**config.mk**
```make
export PLATFORM = sky130hd
export DESIGN_NAME = pdiv_dual
export DESIGN_NICKNAME = d
export VERILOG_FILES = /design/src/rtl/pdiv_pkg.sv /design/src/rtl/pdiv_sync.sv /design/src/rtl/pdiv_factor.sv /design/src/rtl/pdiv_count.sv /design/src/rtl/pdiv_channel.sv /design/src/rtl/pdiv_dual.sv
export SDC_FILE = /design/constraint.sdc
export NUM_CORES = 1
export LEC_CHECK = 0
export BUFFER_PORTS_ARGS = -buffer_cell sky130_fd_sc_hd__buf_2
export CAP_MARGIN = 40
export CORE_MARGIN = 2
export CORE_UTILIZATION = 52
export DETAILED_ROUTE_END_ITERATION = 7
export PLACE_DENSITY = 0.73
export SLEW_MARGIN = 20
export SYNTH_ARGS = -nofsm -noshare
export SYNTH_HDL_FRONTEND = slang
export SYNTH_HIERARCHICAL = 1
export SYNTH_SLANG_ARGS = --single-unit
```
**constraint.sdc**
```tcl
create_clock -name clk -period 3.39 [get_ports clk]
set_clock_uncertainty 0.15 [all_clocks]
set_input_delay 0.678 -clock clk [delete_from_list [all_inputs] [get_ports clk]]
set_output_delay 0.678 -clock clk [all_outputs]
set_load 0.01 [all_outputs]
```
**src/rtl/pdiv_pkg.sv**
```systemverilog
package pdiv_pkg;
  // Synchronised control levels seen by one divider channel
  typedef struct packed {
    logic pulse;
    logic restart;
    logic up;
    logic down;
  } pdiv_ctl_t;

  localparam int unsigned RAW_W = 11;
endpackage

```
**src/rtl/pdiv_sync.sv**
```systemverilog
module pdiv_sync #(
  parameter int unsigned WIDTH  = 1,
  parameter int unsigned STAGES = 2
) (
  input  logic             clk,
  input  logic             rst_n,
  input  logic [WIDTH-1:0] d_i,
  output logic [WIDTH-1:0] q_o
);
  logic [WIDTH-1:0] stage_q [STAGES];

  always_ff @(posedge clk) begin
    if (!rst_n) stage_q[0] <= '0;
    else        stage_q[0] <= d_i;
  end

  generate
    for (genvar s = 1; s < STAGES; s++) begin : g_stage
      always_ff @(posedge clk) begin
        if (!rst_n) stage_q[s] <= '0;
        else        stage_q[s] <= stage_q[s-1];
      end
    end
  endgenerate

  assign q_o = stage_q[STAGES-1];
endmodule

```
**src/rtl/pdiv_factor.sv**
```systemverilog
module pdiv_factor #(
  parameter int unsigned MAX_FACTOR     = 16,
  parameter int unsigned DEFAULT_FACTOR = 2,
  localparam int unsigned FW            = $clog2(MAX_FACTOR + 1)
) (
  input  logic          clk,
  input  logic          rst_n,
  input  logic          up_lvl,
  input  logic          down_lvl,
  output logic [FW-1:0] factor_o
);
  logic up_q, down_q;
  logic up_edge, down_edge;
  logic [FW-1:0] fac_q;

  assign up_edge   = up_lvl & ~up_q;
  assign down_edge = down_lvl & ~down_q;

  always_ff @(posedge clk) begin
    if (!rst_n) begin
      up_q   <= 1'b0;
      down_q <= 1'b0;
      fac_q  <= FW'(DEFAULT_FACTOR);
    end else begin
      up_q   <= up_lvl;
      down_q <= down_lvl;
      if (up_edge && !down_edge && fac_q < FW'(MAX_FACTOR))
        fac_q <= fac_q + 1'b1;
      else if (down_edge && !up_edge && fac_q > FW'(1))
        fac_q <= fac_q - 1'b1;
    end
  end

  assign factor_o = fac_q;
endmodule

```
**src/rtl/pdiv_count.sv**
```systemverilog
module pdiv_count #(
  parameter int unsigned MAX_FACTOR = 16,
  localparam int unsigned FW        = $clog2(MAX_FACTOR + 1)
) (
  input  logic          clk,
  input  logic          rst_n,
  input  logic          pulse_lvl,
  input  logic          restart_lvl,
  input  logic [FW-1:0] factor_i,
  output logic          out_o
);
  logic          pulse_q;
  logic          armed_q;
  logic          gate_q;
  logic [FW-1:0] cnt_q;
  logic          edge_seen;
  logic [FW-1:0] slot;
  logic [FW-1:0] slot_next;

  assign edge_seen = pulse_lvl & ~pulse_q;

  always_comb begin
    // An armed restart or a factor lowered under the count both restart the group
    if (armed_q || cnt_q >= factor_i) slot = '0;
    else                              slot = cnt_q;
    slot_next = slot + 1'b1;
  end

  always_ff @(posedge clk) begin
    if (!rst_n) begin
      pulse_q <= 1'b0;
      armed_q <= 1'b0;
      gate_q  <= 1'b0;
      cnt_q   <= '0;
    end else begin
      pulse_q <= pulse_lvl;
      armed_q <= restart_lvl | (armed_q & ~edge_seen);
      if (edge_seen) begin
        gate_q <= (slot == '0);
        cnt_q  <= (slot_next >= factor_i) ? '0 : slot_next;
      end else begin
        gate_q <= gate_q & pulse_lvl;
      end
    end
  end

  assign out_o = gate_q;
endmodule

```
**src/rtl/pdiv_channel.sv**
```systemverilog
module pdiv_channel
  import pdiv_pkg::*;
#(
  parameter int unsigned MAX_FACTOR     = 16,
  parameter int unsigned DEFAULT_FACTOR = 2,
  localparam int unsigned FW            = $clog2(MAX_FACTOR + 1)
) (
  input  logic          clk,
  input  logic          rst_n,
  input  pdiv_ctl_t     ctl_i,
  output logic          out_o,
  output logic [FW-1:0] factor_o
);
  logic [FW-1:0] factor;

  pdiv_factor #(
    .MAX_FACTOR    (MAX_FACTOR),
    .DEFAULT_FACTOR(DEFAULT_FACTOR)
  ) u_factor (
    .clk     (clk),
    .rst_n   (rst_n),
    .up_lvl  (ctl_i.up),
    .down_lvl(ctl_i.down),
    .factor_o(factor)
  );

  pdiv_count #(
    .MAX_FACTOR(MAX_FACTOR)
  ) u_count (
    .clk        (clk),
    .rst_n      (rst_n),
    .pulse_lvl  (ctl_i.pulse),
    .restart_lvl(ctl_i.restart),
    .factor_i   (factor),
    .out_o      (out_o)
  );

  assign factor_o = factor;
endmodule

```
**src/rtl/pdiv_dual.sv**
```systemverilog
module pdiv_dual
  import pdiv_pkg::*;
#(
  parameter int unsigned MAX_FACTOR     = 16,
  parameter int unsigned DEFAULT_FACTOR = 2,
  parameter int unsigned SYNC_STAGES    = 2,
  localparam int unsigned FW            = $clog2(MAX_FACTOR + 1)
) (
  input  logic          clk,
  input  logic          rst_n,
  input  logic          link_i,
  input  logic          b_pulse_patched_i,
  input  logic          b_reset_patched_i,
  input  logic          a_pulse_i,
  input  logic          a_reset_i,
  input  logic          a_up_i,
  input  logic          a_down_i,
  input  logic          b_pulse_i,
  input  logic          b_reset_i,
  input  logic          b_up_i,
  input  logic          b_down_i,
  output logic          a_out_o,
  output logic          b_out_o,
  output logic [FW-1:0] a_factor_o,
  output logic [FW-1:0] b_factor_o
);
  localparam int unsigned NCH = 2;

  logic [RAW_W-1:0] raw_lvl;
  logic [RAW_W-1:0] syn_lvl;
  pdiv_ctl_t        own_ctl [NCH];
  pdiv_ctl_t        ch_ctl  [NCH];
  logic [NCH-1:0]   ch_pulse;
  logic [NCH-1:0]   ch_reset;
  logic [NCH-1:0]   ch_out;
  logic [FW-1:0]    ch_factor [NCH];
  logic             link_s, ppatch_s, rpatch_s;

  assign raw_lvl = {b_reset_patched_i, b_pulse_patched_i, link_i,
                    b_down_i, b_up_i, b_reset_i, b_pulse_i,
                    a_down_i, a_up_i, a_reset_i, a_pulse_i};

  pdiv_sync #(
    .WIDTH (RAW_W),
    .STAGES(SYNC_STAGES)
  ) u_sync (
    .clk  (clk),
    .rst_n(rst_n),
    .d_i  (raw_lvl),
    .q_o  (syn_lvl)
  );

  assign link_s   = syn_lvl[8];
  assign ppatch_s = syn_lvl[9];
  assign rpatch_s = syn_lvl[10];

  generate
    for (genvar c = 0; c < NCH; c++) begin : g_own
      assign own_ctl[c] = '{pulse:   syn_lvl[4*c],
                            restart: syn_lvl[4*c+1],
                            up:      syn_lvl[4*c+2],
                            down:    syn_lvl[4*c+3]};
    end
  endgenerate

  // Channel one always runs from its own inputs; channel two may borrow them
  always_comb begin
    ch_ctl[0] = own_ctl[0];
    ch_ctl[1] = own_ctl[1];
    if (link_s && !ppatch_s) ch_ctl[1].pulse   = own_ctl[0].pulse;
    if (link_s && !rpatch_s) ch_ctl[1].restart = own_ctl[0].restart;
  end

  generate
    for (genvar c = 0; c < NCH; c++) begin : g_ch
      assign ch_pulse[c] = ch_ctl[c].pulse;
      assign ch_reset[c] = ch_ctl[c].restart;
      pdiv_channel #(
        .MAX_FACTOR    (MAX_FACTOR),
        .DEFAULT_FACTOR(DEFAULT_FACTOR)
      ) u_ch (
        .clk     (clk),
        .rst_n   (rst_n),
        .ctl_i   (ch_ctl[c]),
        .out_o   (ch_out[c]),
        .factor_o(ch_factor[c])
      );
    end
  endgenerate

  assign a_out_o    = ch_out[0];
  assign b_out_o    = ch_out[1];
  assign a_factor_o = ch_factor[0];
  assign b_factor_o = ch_factor[1];
endmodule

```
Word-level counts from Yosys, hierarchy flattened
Memory sizes are Yosys's and may differ from the RTL's.
Index checks and enable logic that the tools add are counted.
W data, S select, Z words.
{"block": "totals", "input_bits": 13, "memories": 1, "wordCells": 89, "ff_bits": 30, "out_inout_bits": 12, "ramBits": 22}
{"block": "classes", "n_lt_le_gt_ge": 8, "n_reduce_logical": 22, "n_mux": 16, "addsub": 6, "n_bitwise": 22}
{"memory": "u_sync.stage_q", "depth": 2, "word_bits": 11, "read_ports": 2, "rd_clocked_by_memory_dff": 0, "write_ports": 2, "line_no": "pdiv_sync.sv:10", "rtl": "logic [WIDTH-1:0] stage_q [STAGES];"}
{"cell": "$mux W5", "count": 8}
{"cell": "$mux W11", "count": 2}
{"cell": "$add A5 B1 Y5 const B", "count": 4}
{"cell": "$ge A5 B5 Y1", "count": 4}
{"cell": "$and A1 B1 Y1", "count": 10}
{"cell": "$gt A5 B1 Y1 const B", "count": 2}
{"cell": "$logic_and A1 B1 Y1", "count": 10}
{"cell": "$logic_not A5 Y1", "count": 2}
{"cell": "$lt A5 B5 Y1 const B", "count": 2}
{"cell": "$sub A5 B1 Y5 const B", "count": 2}
{"cell": "$not A1 Y1", "count": 8}
{"cell": "$logic_not A1 Y1", "count": 6}
{"cell": "$mux W1", "count": 6}
{"cell": "$or A1 B1 Y1", "count": 4}
{"cell": "$reduce_bool A2 Y1", "count": 2}
{"cell": "$logic_or A1 B1 Y1", "count": 2}

Longest topological paths before layout
Gate-level depths: netlist (run 1).
{"block": "logic_depth", "ltp_word": 7, "ltp_mapped": 15, "depth_no_buf": 15}

By module
Netlist (run 1), hierarchy kept.
{"mod": "pdiv_count", "seq_area_each_um2": 160.2, "cells_each": 82, "area_each_um2": 633.1, "instances": 2}
{"mod": "pdiv_factor", "seq_area_each_um2": 140.1, "cells_each": 52, "area_each_um2": 460.4, "instances": 2}
{"mod": "pdiv_sync", "seq_area_each_um2": 440.4, "cells_each": 46, "area_each_um2": 620.6, "instances": 1}
{"mod": "pdiv_dual", "seq_area_each_um2": 0.0, "cells_each": 4, "area_each_um2": 42.5, "instances": 1}

Least setup slack after synthesis (run 1)
Ideal clock, no wire load.
{"block": "synth_path", "kind": "register -> register", "from": "register g_ch[0].u_ch.u_factor.fac_q[4]", "to": "register g_ch[0].u_ch.u_count.cnt_q[0]", "stages_incl_launch_ff": 15, "n_path_buf": 0, "t_arrival_ns": 3.286, "required_time_ns": 3.164, "setup_time_ns": 0.076, "slack_ns": -0.121, "period_less_slack_ns": 3.511, "path_cell_list": "dfxtp_1 -> inv_1 -> ha_1 -> a211o_1 -> a31oi_1 -> and2_1 -> ha_1 -> nand3_1 -> xor2_1 -> nor2_1 -> ha_1 -> a21o_1 -> a31oi_1 -> o211ai_1 -> a21boi_0"}
{"block": "synth_via", "elab_chain_len": 6}
{"item": "from (decl)", "line_no": "pdiv_factor.sv:14", "rtl": "logic [FW-1:0] fac_q;"}
{"item": "from (signal assigned)", "line_no": "pdiv_factor.sv:23", "rtl": "fac_q <= FW'(DEFAULT_FACTOR);"}
{"item": "from (signal assigned)", "line_no": "pdiv_factor.sv:28", "rtl": "fac_q <= fac_q + 1'b1;"}
{"item": "from (signal assigned)", "line_no": "pdiv_factor.sv:30", "rtl": "fac_q <= fac_q - 1'b1;"}
{"item": "$ge A5 B5 Y1", "line_no": "pdiv_count.sv:24", "rtl": "if (armed_q || cnt_q >= factor_i) slot = '0;"}
{"item": "$logic_or A1 B1 Y1", "line_no": "pdiv_count.sv:24"}
{"item": "$mux W5", "line_no": "pdiv_count.sv:24"}
{"item": "$add A5 B1 Y5", "line_no": "pdiv_count.sv:26", "rtl": "slot_next = slot + 1'b1;"}
{"item": "$ge A5 B5 Y1", "line_no": "pdiv_count.sv:40", "rtl": "cnt_q <= (slot_next >= factor_i) ? '0 : slot_next;"}
{"item": "$mux W5 *", "line_no": "pdiv_count.sv:40"}
{"item": "to (signal assigned)", "line_no": "pdiv_count.sv:40"}
{"item": "to (decl)", "line_no": "pdiv_count.sv:15", "rtl": "logic [FW-1:0] cnt_q;"}
Every way passes the cells marked *; elsewhere a longest branch is shown, timed or not.
A chain may end at the register's enable or synchronous reset.

Worst setup path in the final report (run 1)
{"block": "layout_path", "from": "register g_ch[0].u_ch.u_factor.fac_q[4]", "to": "register g_ch[0].u_ch.u_count.cnt_q[1]"}
Same word-level chain as after synthesis.

==> out/qor.txt, run 1 <==
Yosys top cell by area: dfxtp_1
power per cell area: 345.5 nW/um^2
# fillers: 421
CP max stage cell: dfxtp_2
synth top area cells: dfxtp_1, ha_1, and2_2
FMAX: 308.3 MHz
syn_nets: 359
CTS max path bufs: 2
Post-Route WL: 5.800 mm
initial drt markers: 139
crit path kind: register to register
non-filler cells in the finished layout: 440
Hold Buf Count CTS: 0
CP Data Required Time: 3470 ps
diode count: 0
Final WS setup: 146.3 ps
number of port buffers: 24
Ys Warns: 6
crit path max fanout: 7
HP Class: register to register
final hold slack: 283.6 ps
DR pass1 iterations: 6
Yosys top cell area share: 36.52%
initial antenna violation count: 0
GR Util All Layers: 20.51%
Slew HR: 50.17%
total negative slack: 0 ps
asr flop ratio synth: 0%
nature of the critical path startpoint: register
die area: 6089 sq um
Ports: 25
Tightest Pin Transition: 747.4 ps
clock latency on the worst-skew pair: 300 ps
detailed-route via count: 2420
most frequent cell on the critical path: ha_4
CP Capture Type: register
Bufs and invs on worst path: 1
final setup fails: 0
CTS buffer count: 5
first-pass GRT wire length: 10.19 mm
Arr. time, crit path: 3320 ps
Num Clock Sinks: 52
core area: 5205 sq um
Initial Util: 54.76%
Leak Pwr: 1.530 nW
Max H-tree Level: 2
Cells after Synth: 318
Final Hold Viols: 0
CP delay by family, top: compound AO/OA/AOI/OAI gates
Die Height: 78.04 microns
RePlAce Congestion: 0.8663
antenna-violating nets left: 0
CP peak stage delay: 340 ps
Synth Area per Inst: 8.963 sq um
placed insts: 430
DRC errors left: 0
top_reg_cell synth: dfxtp_1
site row count: 26
CTS tree: yes
Max Slew Vio Count: 0
count of max-cap constraint violations: 0
share of cells above drive strength 1: 30.27%
fin crit period: 3244 ps
unique cell type count in the Yosys netlist: 41
Final Cycle Share: 95.68%
DIE WIDTH: 78.04 microns
largest net degree at the start of global routing: 53
R2R setup slack: 150 ps
root buffer cell: clkbuf_8
number of synthesized flops with an enable pin: 0
Max IR drop VDD: 359.3 uV
CP Cell Sequence: inv_1, ha_4, a211o_1, a31o_1, nor2_2, ha_4, nand3_2, xor2_2, nor2_1, ha_1, a21o_1, a31oi_4, nand3_1, a21boi_0
DP Wirelength: 4.210 mm
run status: complete, no violations
# nets final: 410
mapped cell area: 2850 sq um
final core occ: 66.08%
number of global-route vias before repair: 2366
Routed WL per cell: 13.18 microns
area grow syn2layout: 20.68%
pre-CTS setup slack: 31.51 ps
clk slew on worst S/H paths: 90 ps
register area share after synthesis: 36.52%
Synth Register Bits: 52
Vias/cell: 5.500
global route overflow: 0
[metal layers]
metal	part of all wire (%)	GRT usage, %	wire [microns]	up-vias
met5	0	0	0	-
met3	3.6	3.908	211	11
met2	49	35.17	2842	49
li1	-	-	-	1232
met4	1.9	6.491	109	0
met1	45	26.09	2637	1128
[cells in the final DEF, fill, tap and decap left out, types with 3 or more instances in the layout]
cell type / count
nor2b_1: 8
o21ai_1: 3
buf_2: 24
clkbuf_8: 5
dfxtp_2: 4
nand4_1: 4
a31oi_1: 6
nor2_1: 14
nand3_1: 13
mux2i_1: 6
nand2b_1: 10
xor2_1: 3
nor2_2: 3
and3_1: 4
a21boi_0: 3
buf_4: 24
nor3_2: 4
a31o_1: 4
nand2_1: 26
inv_1: 18
o21ai_2: 5
ha_1: 24
o21ai_0: 6
nor3_1: 6
a21oi_2: 3
ha_4: 4
and2_1: 13
nor4_1: 6
a21oi_1: 9
dfxtp_1: 48
and2_2: 16
[synthesized netlist by cell type (all sizes together) (4+ instances only)]
cell	instances
and2	30
o21ai	14
nand4	4
dfxtp	52
a31oi	10
mux2i	6
nor2	18
a31o	4
nor4	6
xor2	4
nand3	14
nand2	26
inv	20
nor2b	12
a21oi	12
ha	28
nand2b	10
nor3	10
and3	4
a21boi	4
[power breakdown]
| group | leakage (nW) | internal (W) | switching, W | total (W) |
|---|---|---|---|---|
| clock network | 0.0414 | 0.000147 | 0.000201 | 0.000349 |
| logic | 1.06 | 0.0000871 | 0.000107 | 0.000195 |
| registers | 0.427 | 0.000634 | 0.0000111 | 0.000645 |
| total | 1.53 | 0.000868 | 0.000320 | 0.00119 |
[worst paths after layout]
check | startpoint | endpoint | depth (start not counted)
setup reg to reg | g_ch[0].u_ch/u_factor/factor_o[4] | g_ch[0].u_ch/u_count/cnt_q[1] | 14
hold reg to reg | u_sync/stage_q[0][10] | u_sync/stage_q[1][10] | 1
setup / recovery | g_ch[0].u_ch/u_factor/factor_o[4] | g_ch[0].u_ch/u_count/cnt_q[1] | 14
hold / removal | u_sync/stage_q[0][10] | u_sync/stage_q[1][10] | 1
[sequential cells by signal, summed over array words and instances, names as in the netlist]
signal	count
u_sync/stage_q	22
g_ch.u_ch/u_count/cnt_q	10
g_ch.u_ch/u_factor/factor_o	10
g_ch.u_ch/u_count/armed_q	2
g_ch.u_ch/u_count/out_o	2
g_ch.u_ch/u_count/pulse_q	2
g_ch.u_ch/u_factor/down_q	2
g_ch.u_ch/u_factor/up_q	2
[metrics by stage]
step,total power [W],area (sq um)
after floorplan,0.0007788,2865
after global placement,0.0008334,3208
after detailed placement,0.0008373,3208
after CTS,0.001184,3306
after global routing,0.001253,3440
final,0.001188,3440
[cells by family (layout without fill, tap and decap cells)]
kind of cell / after synthesis / after routing / synth area share (%)
XOR/XNOR: 4 / 4 / 1.229
flip-flops: 52 / 52 / 36.52
AND/OR/NAND/NOR: 138 / 138 / 27.57
buffers and inverters: 24 / 76 / 3.687
AO/OA/AOI/OAI: 64 / 64 / 15.54
adder cells (fa/ha/maj): 28 / 28 / 12.29
multiplexers: 8 / 8 / 3.161
[worst reg2reg max path, cell delays in order (launching register included)]
cell and delay (ps):
dfxtp_2 340, inv_1 80, ha_4 260, a211o_1 320, a31o_1 220, nor2_2 180
ha_4 180, nand3_2 110, xor2_2 180, nor2_1 70, ha_1 340, a21o_1 200
a31oi_4 250, nand3_1 110, a21boi_0 180
[repair_timing]
action,CTS,global route
setup endpoints to repair,2,10
resized for setup,1,28
cloned,0,0
buffers inserted,0,2
pin swaps,0,9
[cell type report]
class                      instances  area [sq um]  share of cell area (%)
clock buffer                       6         72.57                   2.110
multi-input combinational        242          1842                   53.55
timing repair buffer              48         300.3                   8.730
tap                               70         87.58                   2.546
clock inverter                     2         16.27                  0.4729
inverter                          20         75.07                   2.183
sequential                        52          1046                   30.41
Note: power is estimated with default switching activity, not from simulation.
==> run 2, diff against run 1 <==
--- a/config.mk
+++ b/config.mk
@@ -10,7 +10,8 @@
 export CORE_MARGIN = 2
 export CORE_UTILIZATION = 52
 export DETAILED_ROUTE_END_ITERATION = 7
-export PLACE_DENSITY = 0.73
+export PLACE_DENSITY_LB_ADDON = 0.05
+export RECOVER_POWER = 100
 export SLEW_MARGIN = 20
 export SYNTH_ARGS = -nofsm -noshare
 export SYNTH_HDL_FRONTEND = slang
==> run 2 against run 1 <==
Maximum frequency grew 2.2%. Global-route usage fell by 0.40 points. Sequential share of layout area rose by 0.87 points. Non-clock buffer count fell by 1. Sequential power barely moved. Core utilization decreased by 1.7 points. Setup slack improved by 70 ps. Critical path depth increased by 1. Critical endpoint is now g_ch[0].u_ch/u_count/cnt_q[4].
==> out/qor.txt, run 2 (same netlist as run 1, synthesis figures left out) <==
Slew HR: 48.94%
crit path max fanout: 7
Routed WL per cell: 13.05 microns
DIE WIDTH: 78.04 microns
Largest register FFs: 22
most frequent cell on the critical path: ha_1
Final Cycle Share: 93.61%
Final Total Pwr: 0.001193 W
GR Util All Layers: 20.12%
Max H-tree Level: 2
Max Slew Vio Count: 0
CP Data Required Time: 3470 ps
Post-Route WL: 5.728 mm
Hold Buf Count CTS: 0
crit path kind: register to register
CP Cell Sequence: inv_1, ha_1, a211o_1, a31o_1, nor2_2, ha_4, nand3_2, xor2_1, nor2_1, ha_1, a21o_1, a31oi_2, buf_6, nand4_1, a31oi_1
# fillers: 455
detailed-route via count: 2392
HP Class: register to register
Tightest Pin Transition: 765.9 ps
RSZ-0062 raised after global routing: false
CP Capture Type: register
run status: complete, no violations
Final Hold Viols: 0
CP peak stage delay: 330 ps
core area: 5205 sq um
CP delay by family, top: compound AO/OA/AOI/OAI gates
Bufs and invs on worst path: 2
Vias/cell: 5.449
Initial Util: 54.76%
power per cell area: 355.8 nW/um^2
clk slew on worst S/H paths: 90 ps
Arr. time, crit path: 3250 ps
clock latency on the worst-skew pair: 300 ps
number of port buffers: 24
share of cells above drive strength 1: 25.47%
CTS buffer count: 5
initial antenna violation count: 0
nature of the critical path startpoint: register
DP Wirelength: 4.124 mm
Die Height: 78.04 microns
final setup fails: 0
Num Clock Sinks: 52
commonest cells after routing, fill and taps aside: dfxtp_1, nand2_1, ha_1
number of global-route vias before repair: 2183
count of max-cap constraint violations: 0
DRC errors left: 0
site row count: 26
final hold slack: 292.3 ps
CTS max path bufs: 2
global route overflow: 0
antenna-violating nets left: 0
RePlAce Congestion: 0.8091
Leak Pwr: 1.478 nW
Largest Register: u_sync/stage_q
commonest non-fill, non-tap cell in the layout: dfxtp_1
fin crit period: 3173 ps
diode count: 0
FMAX: 315.1 MHz
CP max stage cell: dfxtp_2
Ports: 25
die area: 6089 sq um
placed insts: 429
area grow syn2layout: 17.60%
CTS tree: yes
DR pass1 iterations: 6
initial drt markers: 68
root buffer cell: clkbuf_8
Max IR drop VDD: 229.9 uV
non-filler cells in the finished layout: 439
# nets final: 409
first-pass GRT wire length: 9.949 mm
largest net degree at the start of global routing: 53
## run 2: cell count changes in the layout (fill, tap and decap cells not counted), moves of 2 or more
cell      previous run  this run
nor2b_2              2         0
nor2b_1              8        10
a21oi_1              9        11
o21ai_2              5         2
clkbuf_1             1         9
buf_6                0         2
o21ai_0              6         8
buf_4               24        14
buf_2               24        22
a21oi_2              3         1
and2_1              13        10
and2_0               0         3
a31oi_4              2         0
## run 2: layer usage
layer  vias to the layer above  track usage (%)  part of all wire (%)  routed length [microns]
met1                      1121            26.21                    48                     2740
met2                        35            34.31                    48                     2738
li1                       1229                -                     -                        -
met3                         7            2.759                   3.0                      172
met5                         -                0                     0                        0
met4                         0            6.842                   1.3                       77
## run 2: path summary, 6_finish.rpt
check                                     from                            end  slack [ps]  cells past startpoint
max          g_ch[0].u_ch/u_factor/factor_o[4]  g_ch[0].u_ch/u_count/cnt_q[4]         220                     15
min                       u_sync/stage_q[0][7]           u_sync/stage_q[1][7]         290                      1
max reg2reg  g_ch[0].u_ch/u_factor/factor_o[4]  g_ch[0].u_ch/u_count/cnt_q[4]         220                     15
min reg2reg               u_sync/stage_q[0][7]           u_sync/stage_q[1][7]         290                      1
## run 2: through the flow
stage                     TNS [ps]  area [sq um]  setup slack (ps)  utilization, %
after CTS                        0          3298             44.05           63.37
final                            0          3352             216.8           64.40
after floorplan                  0          2865             44.84               -
after global routing             0          3352            0.9481           64.40
after global placement           0          3201             4.037           61.49
after detailed placement    -240.3          3201            -64.57           61.49
## run 2: area by class of cell
| type | count | area, sq um | share of cell area (%) |
|---|---|---|---|
| Multi-Input combinational cell | 242 | 1779 | 53.08 |
| Sequential cell | 52 | 1049 | 31.28 |
| Timing Repair Buffer | 47 | 271.5 | 8.100 |
| Tap cell | 70 | 87.58 | 2.613 |
| Inverter | 20 | 75.07 | 2.240 |
| Clock buffer | 5 | 68.82 | 2.053 |
| Clock inverter | 3 | 21.27 | 0.6346 |
## run 2: where the power goes
| group | internal (W) | switching (W) | leakage (nW) | total, W |
|---|---|---|---|---|
| clock network | 0.000147 | 0.000206 | 0.0445 | 0.000353 |
| registers | 0.000634 | 0.0000123 | 0.427 | 0.000646 |
| logic | 0.0000865 | 0.000107 | 1.01 | 0.000193 |
| total | 0.000867 | 0.000325 | 1.48 | 0.00119 |
## run 2: timing repair
| item | in CTS | in global routing |
|---|---|---|
| setup endpoints to repair | 5 | 10 |
| endpoints found under the hold margin | 0 | 0 |
| gates resized for setup | 0 | 24 |
| buffers inserted | 1 | 1 |
| pin swaps | 1 | 5 |
